File: config.mk
export PLATFORM = sky130hd
export DESIGN_NAME = uart_regcmd_top
export DESIGN_NICKNAME = d
export VERILOG_FILES = /design/src/rtl/uart_regcmd_pkg.sv /design/src/rtl/uart_rx_os.sv /design/src/rtl/uart_tx_os.sv /design/src/rtl/regcmd_parser.sv /design/src/rtl/reply_fmt.sv /design/src/rtl/uart_regcmd_top.sv
export SDC_FILE = /design/constraint.sdc
export NUM_CORES = 1
export LEC_CHECK = 0
export ABC_AREA = 1
export BUFFER_PORTS_ARGS = -buffer_cell sky130_fd_sc_hd__buf_2
export CORE_UTILIZATION = 60
export CTS_CLUSTER_DIAMETER = 60
export DETAILED_ROUTE_END_ITERATION = 8
export PLACE_DENSITY_LB_ADDON = 0.12
export SLEW_MARGIN = 40
export SYNTH_ARGS = -nofsm -noshare
export SYNTH_HDL_FRONTEND = slang
export SYNTH_HIERARCHICAL = 1
export SYNTH_SLANG_ARGS = --single-unit
File: constraint.sdc
create_clock -name clk -period 4.5 [get_ports clk]
set_input_delay 0.45 -clock clk [delete_from_list [all_inputs] [get_ports clk]]
set_output_delay 0.45 -clock clk [all_outputs]
set_load 0.01 [all_outputs]
File: src/rtl/uart_regcmd_pkg.sv
package uart_regcmd_pkg;

  typedef enum logic [1:0] {RX_IDLE, RX_START, RX_BITS, RX_STOP} rx_state_t;

  typedef enum logic [2:0] {
    PS_IDLE, PS_SEP0, PS_ADDR, PS_SEP1, PS_DATA, PS_SEP2, PS_BUS, PS_REPLY
  } parse_state_t;

  typedef enum logic [1:0] {FS_BANNER, FS_IDLE, FS_REPLY} fmt_state_t;

  localparam logic [7:0] CH_SPACE = 8'h20;
  localparam logic [7:0] CH_CR    = 8'h0D;
  localparam logic [7:0] CH_LF    = 8'h0A;

  // {valid, value}
  function automatic logic [4:0] hex_decode(input logic [7:0] c);
    logic [4:0] r;
    r = 5'b0;
    if (c >= 8'h30 && c <= 8'h39) r = {1'b1, c[3:0]};
    else if ((c >= 8'h41 && c <= 8'h46) || (c >= 8'h61 && c <= 8'h66))
      r = {1'b1, c[3:0] + 4'd9};
    return r;
  endfunction

  function automatic logic [7:0] hex_encode(input logic [3:0] n);
    return (n < 4'd10) ? (8'h30 + {4'h0, n}) : (8'h37 + {4'h0, n});
  endfunction

endpackage

File: src/rtl/uart_rx_os.sv
module uart_rx_os (
  input  logic       clk,
  input  logic       rst_n,
  input  logic       tick,
  input  logic       line,
  output logic       out_valid,
  output logic [7:0] out_data
);
  import uart_regcmd_pkg::*;

  rx_state_t  st;
  logic [3:0] tcnt;
  logic [2:0] bcnt;
  logic [7:0] shreg;

  always_ff @(posedge clk or negedge rst_n) begin
    if (!rst_n) begin
      st        <= RX_IDLE;
      tcnt      <= '0;
      bcnt      <= '0;
      shreg     <= '0;
      out_valid <= 1'b0;
      out_data  <= '0;
    end else begin
      out_valid <= 1'b0;
      if (tick) begin
        case (st)
          RX_IDLE: if (!line) begin
            st   <= RX_START;
            tcnt <= '0;
          end
          RX_START: begin
            if (tcnt == 4'd7) begin
              tcnt <= '0;
              bcnt <= '0;
              st   <= line ? RX_IDLE : RX_BITS;
            end else tcnt <= tcnt + 4'd1;
          end
          RX_BITS: begin
            if (tcnt == 4'd15) begin
              tcnt  <= '0;
              shreg <= {line, shreg[7:1]};
              bcnt  <= bcnt + 3'd1;
              if (bcnt == 3'd7) st <= RX_STOP;
            end else tcnt <= tcnt + 4'd1;
          end
          default: begin
            if (tcnt == 4'd15) begin
              st <= RX_IDLE;
              if (line) begin
                out_valid <= 1'b1;
                out_data  <= shreg;
              end
            end else tcnt <= tcnt + 4'd1;
          end
        endcase
      end
    end
  end

  a_r10_single_pulse: assert property (@(posedge clk) disable iff (!rst_n)
    out_valid |=> !out_valid);

endmodule

File: src/rtl/uart_tx_os.sv
module uart_tx_os (
  input  logic       clk,
  input  logic       rst_n,
  input  logic       tick,
  input  logic       in_valid,
  input  logic [7:0] in_data,
  output logic       in_ready,
  output logic       line
);
  localparam int NBITS = 11;

  logic             busy;
  logic [NBITS-1:0] shreg;
  logic [3:0]       tcnt;
  logic [3:0]       bcnt;

  assign in_ready = !busy;
  assign line     = busy ? shreg[0] : 1'b1;

  always_ff @(posedge clk or negedge rst_n) begin
    if (!rst_n) begin
      busy  <= 1'b0;
      shreg <= '1;
      tcnt  <= '0;
      bcnt  <= '0;
    end else if (!busy) begin
      if (in_valid) begin
        busy  <= 1'b1;
        shreg <= {2'b11, in_data, 1'b0};
        tcnt  <= '0;
        bcnt  <= '0;
      end
    end else if (tick) begin
      if (tcnt == 4'd15) begin
        tcnt  <= '0;
        shreg <= {1'b1, shreg[NBITS-1:1]};
        bcnt  <= bcnt + 4'd1;
        if (bcnt == 4'(NBITS - 1)) busy <= 1'b0;
      end else tcnt <= tcnt + 4'd1;
    end
  end

  a_r3_accept_starts_frame: assert property (@(posedge clk) disable iff (!rst_n)
    (in_valid && in_ready) |=> (!in_ready && !line));

endmodule

File: src/rtl/regcmd_parser.sv
module regcmd_parser #(
  parameter int AW = 16,
  parameter int DW = 16
) (
  input  logic          clk,
  input  logic          rst_n,
  input  logic          enable,
  input  logic          in_valid,
  input  logic [7:0]    in_data,
  output logic          bus_cyc,
  output logic          bus_we,
  output logic [AW-1:0] bus_adr,
  output logic [DW-1:0] bus_wdat,
  input  logic [DW-1:0] bus_rdat,
  input  logic          bus_ack,
  output logic          reply_req,
  output logic [DW-1:0] reply_val,
  input  logic          reply_done
);
  import uart_regcmd_pkg::*;

  localparam int NA  = AW / 4;
  localparam int ND  = DW / 4;
  localparam int NMX = (NA > ND) ? NA : ND;
  localparam int DGW = (NMX > 1) ? $clog2(NMX) : 1;

  parse_state_t   st;
  logic [DGW-1:0] dig;
  logic [4:0]     hx;

  assign hx = hex_decode(in_data);

  always_ff @(posedge clk or negedge rst_n) begin
    if (!rst_n) begin
      st        <= PS_IDLE;
      dig       <= '0;
      bus_cyc   <= 1'b0;
      bus_we    <= 1'b0;
      bus_adr   <= '0;
      bus_wdat  <= '0;
      reply_req <= 1'b0;
      reply_val <= '0;
    end else begin
      reply_req <= 1'b0;
      case (st)
        PS_BUS: if (bus_ack) begin
          bus_cyc <= 1'b0;
          if (bus_we) st <= PS_IDLE;
          else begin
            reply_val <= bus_rdat;
            reply_req <= 1'b1;
            st        <= PS_REPLY;
          end
        end
        PS_REPLY: if (reply_done) st <= PS_IDLE;
        default: if (in_valid && enable) begin
          st <= PS_IDLE;
          case (st)
            PS_IDLE: begin
              if (in_data == 8'h57 || in_data == 8'h52) begin
                bus_we <= (in_data == 8'h57);
                st     <= PS_SEP0;
              end
            end
            PS_SEP0: if (in_data == CH_SPACE) begin
              st  <= PS_ADDR;
              dig <= '0;
            end
            PS_ADDR: if (hx[4]) begin
              bus_adr <= {bus_adr[AW-5:0], hx[3:0]};
              dig     <= dig + 1'b1;
              st      <= (dig == DGW'(NA - 1)) ? PS_SEP1 : PS_ADDR;
            end
            PS_SEP1: if (in_data == CH_SPACE) begin
              if (bus_we) begin
                st  <= PS_DATA;
                dig <= '0;
              end else begin
                st      <= PS_BUS;
                bus_cyc <= 1'b1;
              end
            end
            PS_DATA: if (hx[4]) begin
              bus_wdat <= {bus_wdat[DW-5:0], hx[3:0]};
              dig      <= dig + 1'b1;
              st       <= (dig == DGW'(ND - 1)) ? PS_SEP2 : PS_DATA;
            end
            PS_SEP2: if (in_data == CH_SPACE) begin
              st      <= PS_BUS;
              bus_cyc <= 1'b1;
            end
            default: st <= PS_IDLE;
          endcase
        end
      endcase
    end
  end

  a_r9_hold_until_ack: assert property (@(posedge clk) disable iff (!rst_n)
    (bus_cyc && !bus_ack) |=> (bus_cyc && $stable(bus_adr) && $stable(bus_wdat) && $stable(bus_we)));

  a_r9_drop_after_ack: assert property (@(posedge clk) disable iff (!rst_n)
    (bus_cyc && bus_ack) |=> !bus_cyc);

  a_r6_reply_only_reads: assert property (@(posedge clk) disable iff (!rst_n)
    reply_req |-> (!bus_we && !bus_cyc));

endmodule

File: src/rtl/reply_fmt.sv
module reply_fmt #(
  parameter int DW = 16
) (
  input  logic          clk,
  input  logic          rst_n,
  input  logic          req,
  input  logic [DW-1:0] val,
  output logic          tx_valid,
  output logic [7:0]    tx_data,
  input  logic          tx_ready,
  output logic          banner_done,
  output logic          done
);
  import uart_regcmd_pkg::*;

  localparam int ND     = DW / 4;
  localparam int BLEN   = 7;
  localparam int RLEN   = ND + 2;
  localparam int MAXLEN = (RLEN > BLEN) ? RLEN : BLEN;
  localparam int IW     = $clog2(MAXLEN);

  fmt_state_t     st;
  logic [IW-1:0]  idx;
  logic [DW-1:0]  val_r;
  logic [3:0]     nib;
  logic           last;

  always_comb begin
    nib = 4'h0;
    for (int k = 0; k < ND; k++)
      if (idx == IW'(k)) nib = val_r[DW-1-4*k -: 4];
  end

  always_comb begin
    tx_data = CH_LF;
    if (st == FS_BANNER) begin
      case (idx)
        IW'(0): tx_data = 8'h52;
        IW'(1): tx_data = 8'h45;
        IW'(2): tx_data = 8'h41;
        IW'(3): tx_data = 8'h44;
        IW'(4): tx_data = 8'h59;
        IW'(5): tx_data = CH_CR;
        default: tx_data = CH_LF;
      endcase
    end else if (idx < IW'(ND)) tx_data = hex_encode(nib);
    else if (idx == IW'(ND)) tx_data = CH_CR;
  end

  assign tx_valid = (st != FS_IDLE);
  assign last     = (st == FS_BANNER) ? (idx == IW'(BLEN - 1)) : (idx == IW'(RLEN - 1));

  always_ff @(posedge clk or negedge rst_n) begin
    if (!rst_n) begin
      st          <= FS_BANNER;
      idx         <= '0;
      val_r       <= '0;
      banner_done <= 1'b0;
      done        <= 1'b0;
    end else begin
      done <= 1'b0;
      if (st == FS_IDLE) begin
        if (req) begin
          val_r <= val;
          idx   <= '0;
          st    <= FS_REPLY;
        end
      end else if (tx_ready) begin
        if (last) begin
          st <= FS_IDLE;
          if (st == FS_BANNER) banner_done <= 1'b1;
          else done <= 1'b1;
        end else idx <= idx + 1'b1;
      end
    end
  end

  a_r2_banner_once: assert property (@(posedge clk) disable iff (!rst_n)
    banner_done |=> banner_done);

  a_r6_char_held: assert property (@(posedge clk) disable iff (!rst_n)
    (tx_valid && !tx_ready) |=> (tx_valid && $stable(tx_data)));

endmodule

File: src/rtl/uart_regcmd_top.sv
module uart_regcmd_top #(
  parameter int PRESCALE = 3,
  parameter int AW       = 16,
  parameter int DW       = 16
) (
  input  logic          clk,
  input  logic          rst_n,
  input  logic          uart_rx,
  output logic          uart_tx,
  output logic          bus_cyc,
  output logic          bus_stb,
  output logic          bus_we,
  output logic [AW-1:0] bus_adr,
  output logic [DW-1:0] bus_wdat,
  input  logic [DW-1:0] bus_rdat,
  input  logic          bus_ack
);
  localparam int PW = (PRESCALE > 0) ? $clog2(PRESCALE + 1) : 1;

  logic [PW-1:0] pre_cnt;
  logic          tick;
  logic [1:0]    rx_sync;
  logic          rxb_valid;
  logic [7:0]    rxb_data;
  logic          ch_valid, ch_ready;
  logic [7:0]    ch_data;
  logic          reply_req, reply_done, banner_done;
  logic [DW-1:0] reply_val;

  assign tick = (pre_cnt == PW'(PRESCALE));

  always_ff @(posedge clk or negedge rst_n) begin
    if (!rst_n) begin
      pre_cnt <= '0;
      rx_sync <= 2'b11;
    end else begin
      pre_cnt <= tick ? '0 : pre_cnt + 1'b1;
      rx_sync <= {rx_sync[0], uart_rx};
    end
  end

  uart_rx_os u_rx (
    .clk(clk), .rst_n(rst_n), .tick(tick), .line(rx_sync[1]),
    .out_valid(rxb_valid), .out_data(rxb_data)
  );

  regcmd_parser #(.AW(AW), .DW(DW)) u_parse (
    .clk(clk), .rst_n(rst_n), .enable(banner_done),
    .in_valid(rxb_valid), .in_data(rxb_data),
    .bus_cyc(bus_cyc), .bus_we(bus_we), .bus_adr(bus_adr), .bus_wdat(bus_wdat),
    .bus_rdat(bus_rdat), .bus_ack(bus_ack),
    .reply_req(reply_req), .reply_val(reply_val), .reply_done(reply_done)
  );

  reply_fmt #(.DW(DW)) u_fmt (
    .clk(clk), .rst_n(rst_n), .req(reply_req), .val(reply_val),
    .tx_valid(ch_valid), .tx_data(ch_data), .tx_ready(ch_ready),
    .banner_done(banner_done), .done(reply_done)
  );

  uart_tx_os u_tx (
    .clk(clk), .rst_n(rst_n), .tick(tick),
    .in_valid(ch_valid), .in_data(ch_data), .in_ready(ch_ready), .line(uart_tx)
  );

  assign bus_stb = bus_cyc;

  a_r2_no_bus_before_banner: assert property (@(posedge clk) disable iff (!rst_n)
    !banner_done |-> !bus_cyc);

  a_r6_reply_waits_idle: assert property (@(posedge clk) disable iff (!rst_n)
    reply_req |-> !ch_valid);

endmodule

==> flow_metrics.tcl <==
set metrics [dict create \
    synth_cell_types 43 \
    layout_commonest_cell "nand2_1" \
    rsz0062_at_grt "no" \
    path_cells "inv_2, ha_1, inv_1, a31oi_1, ha_1, nand3_1, nand4_1, nand2_1, nand2_1, nand2_1, nand2_1, nand2_1, nand2_1, nand2_1, nand2_1" \
    endpoint_kind "flip-flop" \
    synth_compound_area_share_pct 6.578 \
    clock-sinks 127 \
    combPwrFrac_pct 5.0 \
    antenna_found_initial 0 \
    ant_nets 0 \
    cts_tree "yes" \
    n_antenna_cell 0 \
    drive_gt1_share_pct 20.28 \
    synth_edf_count 0 \
    crit_type "flip-flop to flip-flop" \
    yosys.area_share.simple_pct 30.14 \
    required_ns 4.96 \
    fmax_ghz 0.4100 \
    min_period_ns 2.439 \
    grt_max_degree 62 \
    drt_first_pass_iters 5 \
    core_um2 10420 \
    ctsResizeCount 0 \
    die-area_um2 11260 \
    fin_util_pct 71.08 \
    synthXorXnorAreaFrac_pct 0.2693 \
    cp.buffers_inverters 2 \
    cts.path.max_buffers 2 \
    p_clk_share_pct 49.4 \
    setup-violations-final 0 \
    dpl.hpwl_um 9141 \
    power_density_nw_per_um2 357.3 \
    drtIter0Drc 319 \
    switchingPower_mw 0.6260 \
    wl_per_cell_um 13.35 \
    nets 874 \
    hold-worst-slack_ns 0.03469 \
    status "finished clean" \
    postPlaceCellArea_um2 6818 \
    synth_cells 777 \
    dieWidth_um 106.1 \
    insertion_delay_ns 0.51 \
    p_sw_share_pct 23.66 \
    ys_seq_area_share_pct 49.07 \
    num_rows 37 \
    cp_num_cells 15 \
    cts_htree_levels 4 \
    critPathArrivalTime_ns 2.89 \
    areaGrowthSynthToFinish_pct 13.81 \
    ys_ff_latch 127 \
    synth_warnings 6 \
    vias 5233 \
    path_delay_family "simple AND/OR/NAND/NOR gates" \
    yosys_most_used_dff "dfrtp_1" \
    pwr-share-seq_pct 45.6 \
    relSlewSlack_pct 60.94 \
    hold_viol 0 \
    maxCapViolCount 0 \
    tns_ns 0 \
    drc 0 \
    intPower_mw 2.020 \
    syn_area_um2 6505 \
    place.gp.congestion 0.9886 \
    reg2reg_depth 15 \
    die-height_um 106.1 \
    leakagePower_nw 3.914 \
    num_io_pins 56 \
    first_global_vias 5217 \
    holdPathStages 1 \
    hold_class "input pin to flip-flop" \
    start_util_pct 62.45 \
    synth_top_family_by_area "simple AND/OR/NAND/NOR gates" \
    track_usage_pct 25.83 \
    post-route-cell-area_um2 7403 \
    async_flop_share_pct 100.0 \
    crit_top_cell "nand2_1" \
    syn_area_per_cell_um2 8.372 \
    synthMuxAreaShare_pct 3.289 \
    clk_pin_slew_ns 0.06 \
    crit_slowest_cell "dfrtp_1" \
    cts-root-buf "clkbuf_8" \
    worstMarginPinSlew_ns 0.5859 \
    crit_fanout 13 \
    startpoint_type "flip-flop" \
    synth_fa_ha_area_share_pct 3.462 \
    slowest_delay_ns 0.53 \
    routed_via_density 5.318 \
    port_buffers 55 \
    cts_setup_buffers 0 \
    overflow 0 \
    ir_drop_mv 0.2403 \
    drv_slew 0 \
    grt_pass1_wl_um 23080 \
    fin_skew_ns 0.008193 \
    min_period_over_period_pct 54.21 \
    wirelength_um 13130 \
    final_cell_mix "nand2_1, dfrtp_1, inv_1" \
    syn_nets 815 \
    cts_buffers 17 \
]
-- path summary, 6_finish.rpt --
kind	start	slack [ns]	end
setup / recovery	u_fmt/idx[2]$_DFFE_PN0P_	2.06	u_tx/shreg[3]$_DFFE_PN1P_
hold / removal	uart_rx	0.03	rx_sync[0]$_DFF_PN1_
setup reg to reg	u_fmt/idx[2]$_DFFE_PN0P_	2.06	u_tx/shreg[3]$_DFFE_PN1P_
hold reg to reg	rx_sync[0]$_DFF_PN1_	0.35	rx_sync[1]$_DFF_PN1_
max in group asynchronous	rst_n	3.16	u_tx/shreg[5]$_DFFE_PN1P_
min in group asynchronous	rst_n	0.48	u_parse/st[2]$_DFFE_PN0P_
-- layout make-up --
| class | count | area, um^2 |
|---|---|---|
| Sequential cell | 127 | 3192 |
| Fill cell | 827 | 3013 |
| Multi-Input combinational cell | 551 | 2851 |
| Clock buffer | 19 | 431.7 |
| Timing Repair Buffer | 59 | 317.8 |
| Inverter | 80 | 302.8 |
| Tap cell | 136 | 170.2 |
| Clock inverter | 12 | 137.6 |
-- metrics by stage --
step | power [mW] | cells | worst slack [ns]
6_report | 2.646 | 984 | 2.061
5_1_grt | 2.740 | 984 | 1.868
4_1_cts | 2.674 | 983 | 2.099
3_5_place_dp | 1.355 | 952 | 2.134
3_3_place_gp | 1.343 | 951 | 2.272
2_1_floorplan | 1.298 | 777 | 2.488
-- synthesized netlist by cell type (4+ instances only) --
cell type  instances  area [um^2]
a21oi_1           13        65.06
a31oi_1            4        25.02
buf_4              6        45.04
buf_6              7        78.83
dfrtp_1          116         2903
dfstp_2           11        289.0
ha_1              18        225.2
inv_1             70        262.8
inv_2              9        33.78
mux2_2             7        78.83
mux2_4             9        135.1
nand2_1          282         1059
nand2_2           13        81.33
nand3_1           56        280.3
nand3_2            4        40.04
nand3_4            4        70.07
nand4_1           12        75.07
nor2_1            51        191.4
nor2_2             5        31.28
o21ai_0           33        165.2
o21ai_1            5        25.02
o21ai_2            7        61.31
-- metal layers --
metal | vias to the layer above | share of wire (%) | track usage, %
met5 | - | 0 | 0
li1 | 2594 | - | -
met2 | 168 | 49 | 43.46
met1 | 2444 | 44 | 32.08
met3 | 27 | 4.5 | 5.518
met4 | 0 | 2.4 | 11.31
-- power groups by stage --
stage | logic, mW | registers [mW] | clock network [mW]
finish | 0.131 | 1.21 | 1.31
global route | 0.150 | 1.21 | 1.38
CTS | 0.132 | 1.20 | 1.34
detailed placement | 0.131 | 1.22 | 0
global placement | 0.123 | 1.22 | 0
floorplan | 0.0824 | 1.22 | 0
-- registers in the layout (all words and copies together) (netlist names), 3 cells and up --
name / cells
u_fmt/val_r: 16
u_parse/bus_adr: 16
u_parse/bus_wdat: 16
u_parse/reply_val: 16
u_tx/shreg: 9
u_rx/out_data: 8
u_rx/shreg: 8
u_rx/tcnt: 4
u_tx/bcnt: 4
u_tx/tcnt: 4
u_fmt/idx: 3
u_parse/st: 3
u_rx/bcnt: 3
-- kinds of logic after synthesis --
logic type / Yosys count
other: 1
AND/OR/NAND/NOR: 442
XOR/XNOR: 2
buffers and inverters: 99
flip-flops: 127
adder cells (fa/ha/maj): 18
multiplexers: 16
AO/OA/AOI/OAI: 72
-- repair_timing --
| item | CTS | global route |
|---|---|---|
| endpoints found under the setup margin | 0 | 0 |
| endpoints found under the hold margin | 0 | 57 |
| hold buffers | 0 | 1 |
No activity file was read; power rests on OpenSTA's default activity.
